File: src/rtl/bf_chan_delay_array.sv
module bf_chan_delay_array #(
  parameter int NCH = 8,
  parameter int DW  = 8,
  parameter int WW  = 4,
  parameter int CW  = 8,
  localparam int AW = (NCH > 1) ? $clog2(NCH) : 1,
  localparam int LV = $clog2(NCH),
  localparam int PW = DW + WW,
  localparam int SW = PW + LV
) (
  input  logic              clk,
  input  logic              rst_n,
  input  logic              cfg_we,
  input  logic [AW-1:0]     cfg_ch,
  input  logic [CW-1:0]     cfg_dly,
  input  logic [1:0]        cfg_tap,
  input  logic [WW-1:0]     cfg_wt,
  input  logic              start_tx,
  output logic [NCH-1:0]    fire,
  input  logic [NCH*DW-1:0] echo_in,
  input  logic              echo_vld,
  output logic [SW-1:0]     sum_out,
  output logic              sum_vld
);

  logic [SW-1:0] node [1:2*NCH-1];

  for (genvar i = 0; i < NCH; i++) begin : g_ch
    logic [CW-1:0] dly_q, cnt_q;
    logic          busy_q;
    logic [1:0]    tap_q;
    logic [WW-1:0] wt_q;
    logic [DW-1:0] line_q [3];
    logic [DW-1:0] cur, pick;
    logic          sel;

    assign sel = cfg_we && (cfg_ch == AW'(i));
    assign cur = echo_in[i*DW +: DW];

    always_ff @(posedge clk) begin
      if (!rst_n) begin
        dly_q <= '0;
        tap_q <= '0;
        wt_q  <= WW'(1);
      end else if (sel) begin
        dly_q <= cfg_dly;
        tap_q <= cfg_tap;
        wt_q  <= cfg_wt;
      end
    end

    always_ff @(posedge clk) begin
      if (!rst_n) begin
        busy_q <= 1'b0;
        cnt_q  <= '0;
      end else if (start_tx) begin
        busy_q <= 1'b1;
        cnt_q  <= dly_q;
      end else if (busy_q) begin
        if (cnt_q == '0) busy_q <= 1'b0;
        else             cnt_q  <= cnt_q - 1'b1;
      end
    end

    assign fire[i] = busy_q && (cnt_q == '0);

    always_ff @(posedge clk) begin
      if (!rst_n) begin
        for (int k = 0; k < 3; k++) line_q[k] <= '0;
      end else if (echo_vld) begin
        line_q[0] <= cur;
        for (int k = 1; k < 3; k++) line_q[k] <= line_q[k-1];
      end
    end

    always_comb begin
      case (tap_q)
        2'd0:    pick = cur;
        2'd1:    pick = line_q[0];
        2'd2:    pick = line_q[1];
        default: pick = line_q[2];
      endcase
    end

    assign node[NCH+i] = SW'(PW'(pick) * PW'(wt_q));
  end

  for (genvar n = 1; n < NCH; n++) begin : g_tree
    assign node[n] = node[2*n] + node[2*n+1];
  end

  always_ff @(posedge clk) begin
    if (!rst_n) begin
      sum_out <= '0;
      sum_vld <= 1'b0;
    end else begin
      sum_vld <= echo_vld;
      if (echo_vld) sum_out <= node[1];
    end
  end

endmodule

File: config.mk
export PLATFORM = sky130hd
export DESIGN_NAME = bf_chan_delay_array
export DESIGN_NICKNAME = d
export VERILOG_FILES = /design/src/rtl/bf_chan_delay_array.sv
export SDC_FILE = /design/constraint.sdc
export NUM_CORES = 1
export LEC_CHECK = 0
export BUFFER_PORTS_ARGS = -buffer_cell sky130_fd_sc_hd__buf_2
export CORE_MARGIN = 2
export CORE_UTILIZATION = 25
export DETAILED_ROUTE_END_ITERATION = 12
export GPL_TIMING_DRIVEN = 0
export PLACE_DENSITY = 0.49
export SYNTH_ARGS = -nofsm -noshare
export SYNTH_HDL_FRONTEND = slang
export SYNTH_SLANG_ARGS = --single-unit
File: constraint.sdc
create_clock -name clk -period 9 [get_ports clk]
set_clock_uncertainty 0.15 [all_clocks]
set_input_delay 0.45 -clock clk [delete_from_list [all_inputs] [get_ports clk]]
set_output_delay 0.45 -clock clk [all_outputs]
set_load 0.02 [all_outputs]
### Word level (Yosys, flattened, before mapping)

Memories as Yosys holds them, arrays and structs flattened.
Index checks and enable logic that the tools add are counted.

* flip-flop bits (word level): 200
* RAM bits: 192
* bits of input ports: 86
* output and inout port bits: 24
* logic and storage cells: 261
* memories: 8

* add/subtract/negate cells: 15
* $mul: 8
* equality and inequality tests: 31
* mux-type cells: 84
* bitwise logic cells: 24
* reductions and logical operators: 49

Memories
* g_ch[0].line_q: words 3, bits a word 8, rd ports 3, clocked after Yosys merged registers in 0, write ports 3, line 33 `logic [DW-1:0] line_q [3];`
* g_ch[1].line_q: words 3, bits a word 8, rd ports 3, clocked after Yosys merged registers in 0, write ports 3, line 33
* g_ch[2].line_q: words 3, bits a word 8, rd ports 3, clocked after Yosys merged registers in 0, write ports 3, line 33
* g_ch[3].line_q: words 3, bits a word 8, rd ports 3, clocked after Yosys merged registers in 0, write ports 3, line 33
* g_ch[4].line_q: words 3, bits a word 8, rd ports 3, clocked after Yosys merged registers in 0, write ports 3, line 33
* g_ch[5].line_q: words 3, bits a word 8, rd ports 3, clocked after Yosys merged registers in 0, write ports 3, line 33
* 2 more memories

Operators with widths (count)
* 8-bit two-way mux: 48
* 8-bit one-hot mux with 3 select lines: 8
* 8-bit by 4-bit multiplier with 12-bit output: 8
* 8-bit logical NOT: 8
* 8-bit by 1-bit subtractor with 8-bit output (second input constant): 8
* 12-bit by 12-bit adder with 13-bit output: 4
* 15-bit adder: 3
* 1-bit two-way mux: 28
* 1-bit OR: 24
* 2-bit by 1-bit == test with 1-bit output (second input constant): 8
* 2-bit == test (second input constant): 8
* 1-bit logical AND: 16
* 2-bit logical NOT: 8
* 2-bit inequality test (second input constant): 8
* 2-bit AND reduction: 8
* 2-bit nonzero test: 8
* 3-bit == test (second input constant): 4
* 3-bit by 2-bit == test with 1-bit output (second input constant): 2
* 3-bit by 1-bit == test with 1-bit output (second input constant): 1
* 3-bit logical NOT: 1

### Logic depth before layout (Yosys ltp)

* depth after elaboration: 6
* gate-level depth with buffers: 28
* mapped depth without buffers: 27

### Least setup slack after synthesis

Ideal clock, no wire load.

* path kind: reg-to-reg
* from: register g_ch[2].tap_q[0]
* to: register sum_out[13]
* library setup time: 0.063 ns
* arrival: 6.974 ns
* required time: 8.787 ns
* path slack: 1.814 ns
* stages on the path, launching flop included: 28
* path buffers: 1
* period minus slack after synthesis: 7.186 ns
* cell sequence: dfxtp_1 -> buf_2 -> mux4_2 -> and2_1 -> fa_1 -> inv_1 -> fa_1 -> inv_1 -> fa_1 -> inv_1 -> fa_1 -> inv_1 -> ha_1 -> a21oi_1 -> o21ai_0 -> a2111oi_0 -> o21bai_1 -> a21oi_1 -> xor2_1 -> fa_1 -> fa_1 -> inv_1 -> ha_1 -> inv_1 -> o21bai_1 -> a21oi_1 -> or3b_1 -> nand3_1

* word-level cells in the longest chain between the ends: 6
* elaborated cells on any way between the ends: 8
* those cells by class: add/sub (3); mul (1); eq/ne (2); mux (1); reduce/logical (1)

RTL lines
* from (decl): line 31 `logic [1:0] tap_q;`
* from (signal assigned): line 47 `tap_q <= cfg_tap;`
* 2-bit == test (tied with other cells): line 77 `case (tap_q)`
* 8-bit one-hot mux with 3 select lines (*): line 77
* 8-bit by 4-bit multiplier with 12-bit output (*): line 85 `assign node[NCH+i] = SW'(PW'(pick) * PW'(wt_q));`
* 12-bit by 12-bit adder with 13-bit output (*): line 89 `assign node[n] = node[2*n] + node[2*n+1];`
* 15-bit adder (*) (2 in series): line 89
* to (signal assigned): line 98 `if (echo_vld) sum_out <= node[1];`
* to (decl): line 22 `output logic [SW-1:0] sum_out,`

Every way passes the cells marked *; elsewhere a longest branch is shown, timed or not.
A chain may end at the register's enable or synchronous reset.

### Worst setup path after layout

* from: register g_ch[2].tap_q[1]
* to: register sum_out[13]

The elaborated chain is that of the path after synthesis.

==> reports/metrics.yaml <==
status: "completed"
worst_setup_path_start_kind: "register"
slew_violations: 0
leakagePower_nw: 13.0
start_util: 0.252
synth_fp_nets: 3036
rsz0062_at_grt: "false"
cts_setup_buffers: 0
worst_ep_required_time_ns: 9.38
post-route-util: 0.291
drc: 0
syn2layout_area_growth_pct: 15.2
nets: 3207
p_int_w: 0.00420
worstSkewPairLatency_ns: 0.64
fin_tns_setup_ns: 0
arrival_ns: 8.60
dp.final_hpwl_um: 59800
via_per_inst: 4.52
setup_viol: 0
power_density_nw_per_um2: 221
grt_usage: 0.145
crit_fanout: 9
cts_buffer_depth: 3
finalHoldViolations: 0
antenna_left: 0
switching_share: 0.377
cap_violations: 0
nFillCells: 11100
firstDrtPassIters: 5
yosys_warnings: 0
fin_ws_ns: 0.781
htreeDepth: 2
cts_num_sinks: 392
io_pins: 110
async_flop_share: 0
port_buffers: 90
core_area_um2: 105000
grt_pass1_vias: 19400
cts-root-buf: "clkbuf_16"
power_frac_seq: 0.304
max_slew_margin: 0.314
ctsResizeCount: 0
avgSynthCellArea_um2: 10.1
ir_drop_v: 0.000276
dieWidth_um: 330
grt_overflow_total: 0
cts.clk_slew.worst_paths_ns: 0.06
die_h_um: 330
first_iter_violations: 1232
numCtsBuffers: 49
pwr-share-comb: 0.417
yosysSeqAreaShare: 0.368
grt_max_degree: 114
p_switching_w: 0.00255
synth_top_flop_cell: "dfxtp_1"
wl_um: 78400
syn_inst: 2634
hp-class: "in -> reg"
crit_type: "reg -> reg"
antenna_found_initial: 12
fp-row-count: 119
tightest_slew_ns: 1.03
ys_seq_elements: 392
vias: 19200
wire_per_inst_um: 18.5
gp_congestion: 0.823
dieArea_um2: 109000
fmaxAchievable_mhz: 122
min_period_ns: 8.22
grt_pass1_wl_um: 119000
post-route-period-util: 0.913
synth_edf_count: 192
tritoncts: "yes"
critPathCaptureType: "register"
p_clk_frac: 0.279
place_ws_ns: 0.770
synth.cell_area_um2: 26600
drive_gt1_frac: 0.0903
synth_cell_type_count: 69
==> sequential cells by signal (all words and copies together) (netlist names) <==
name / flops
g_ch.dly_q: 64
g_ch.wt_q: 32
sum_out: 15
g_ch.tap_q: 16
g_ch.cnt_q: 64
g_ch.line_q: 192
sum_vld: 1
g_ch.busy_q: 8
==> cells by family after synthesis <==
family | after synthesis | share of synthesized area
adders and majority gates | 316 | 0.204
AOI/OAI and AO/OA | 349 | 0.0879
DFF | 392 | 0.368
xor gates and xnor gates | 64 | 0.0211
and+or+nand+nor | 993 | 0.194
muxes | 81 | 0.0607
buffers and inverters | 439 | 0.0649
==> worst max-delay path: stages, from the launching register on <==
cell,delay (ns)
dfxtp_1,0.30
clkbuf_1,0.51
mux4_2,0.50
and2_1,0.21
fa_1,0.53
inv_1,0.05
fa_1,0.54
inv_1,0.05
fa_1,0.48
inv_1,0.05
fa_1,0.53
inv_1,0.05
ha_1,0.26
a21oi_1,0.18
o21ai_0,0.14
a2111oi_0,0.56
o21bai_1,0.14
a21oi_1,0.20
xor2_1,0.39
fa_1,0.50
fa_1,0.49
inv_1,0.04
ha_1,0.35
inv_1,0.14
o21bai_1,0.09
a21oi_1,0.23
or3b_1,0.37
nand3_1,0.07
==> cell type report <==
| cell class | instances | area (µm²) | area share |
|---|---|---|---|
| Inverter | 306 | 1160 | 0.0378 |
| Antenna cell | 2 | 5.00 | 0.000164 |
| Timing Repair Buffer | 120 | 768 | 0.0251 |
| Tap cell | 1391 | 1740 | 0.0569 |
| Buffer | 133 | 574 | 0.0188 |
| Multi-Input combinational cell | 1803 | 15100 | 0.492 |
| Sequential cell | 392 | 9770 | 0.319 |
| Clock buffer | 69 | 1340 | 0.0438 |
| Clock inverter | 23 | 171 | 0.00560 |
==> worst paths after layout <==
kind                           to  slack (ns)              from  cells after the start
max                   sum_out[13]        0.78  g_ch[2].tap_q[1]                     27
min          g_ch[6].line_q[0][2]        0.03       echo_in[50]                      2
max reg2reg           sum_out[13]        0.78  g_ch[2].tap_q[1]                     27
min reg2reg           sum_out[10]        0.30       sum_out[10]                      2
==> Yosys cell counts, types with 10 or more instances <==
library cell	instances	share of area
nor2_1	60	0.0085
mux2i_1	16	0.0060
inv_1	306	0.043
nor4_1	16	0.0038
o21a_1	16	0.0045
o211a_1	20	0.0075
edfxtp_1	192	0.22
clkbuf_1	103	0.015
o21ai_0	74	0.014
and2_1	229	0.054
nand3_1	35	0.0066
a21oi_1	71	0.013
nand2b_1	11	0.0026
mux4_2	64	0.054
fa_1	194	0.15
xor2_1	34	0.011
ha_1	122	0.057
a21boi_0	113	0.032
o21bai_1	12	0.0034
nor2b_1	25	0.0059
buf_4	10	0.0028
dfxtp_1	200	0.15
nand2_1	364	0.051
and3_1	197	0.046
xnor2_1	30	0.0099
nor3_1	23	0.0043
==> power by group through the flow <==
stage | clock (W) | sequential [W] | combinational [W]
global route | 0.00200 | 0.00207 | 0.00319
floorplan | 0 | 0.00209 | 0.00205
detailed placement | 0 | 0.00209 | 0.00281
global placement | 0 | 0.00210 | 0.00282
CTS | 0.00194 | 0.00206 | 0.00284
finish | 0.00188 | 0.00206 | 0.00281
==> metrics by stage <==
stage	hold WS [ns]	area (µm²)	power (W)	cells
2_1_floorplan	0.281	26600	0.00414	2634
5_1_grt	0.0178	30600	0.00726	4238
3_5_place_dp	0.295	28800	0.00490	4116
3_3_place_gp	0.293	28700	0.00492	4115
6_report	0.0329	30600	0.00675	4239
4_1_cts	0.000982	30600	0.00683	4237
==> layout by cell type, fill, tap and decap left out, types with 25 or more instances in the layout <==
cell and n:
and2_1 229, o21ai_0 74, nand3_1 35, inv_1 305, fa_1 194, xor2_1 34
ha_1 122, dfxtp_1 200, buf_2 98, nor2b_1 25, xnor2_1 30, clkbuf_16 49
a21boi_0 113, nand2_1 364, mux4_2 64, edfxtp_1 192, and3_1 197, nor2_1 60
dlygate4sd3_1 29, clkbuf_1 119, a21oi_1 71
==> layer usage <==
| metal | part of all wire | GRT usage |
|---|---|---|
| met1 | 0.47 | 0.200 |
| met2 | 0.45 | 0.228 |
| met3 | 0.050 | 0.0292 |
| met4 | 0.027 | 0.0447 |
| met5 | 0.0010 | 0 |
==> what timing repair did <==
item / CTS / global route
hold buffers: 29 / 0
endpoints found under the setup margin: 0 / 0
endpoints found under the hold margin: 46 / 0
(Power assumes the default switching activity.)
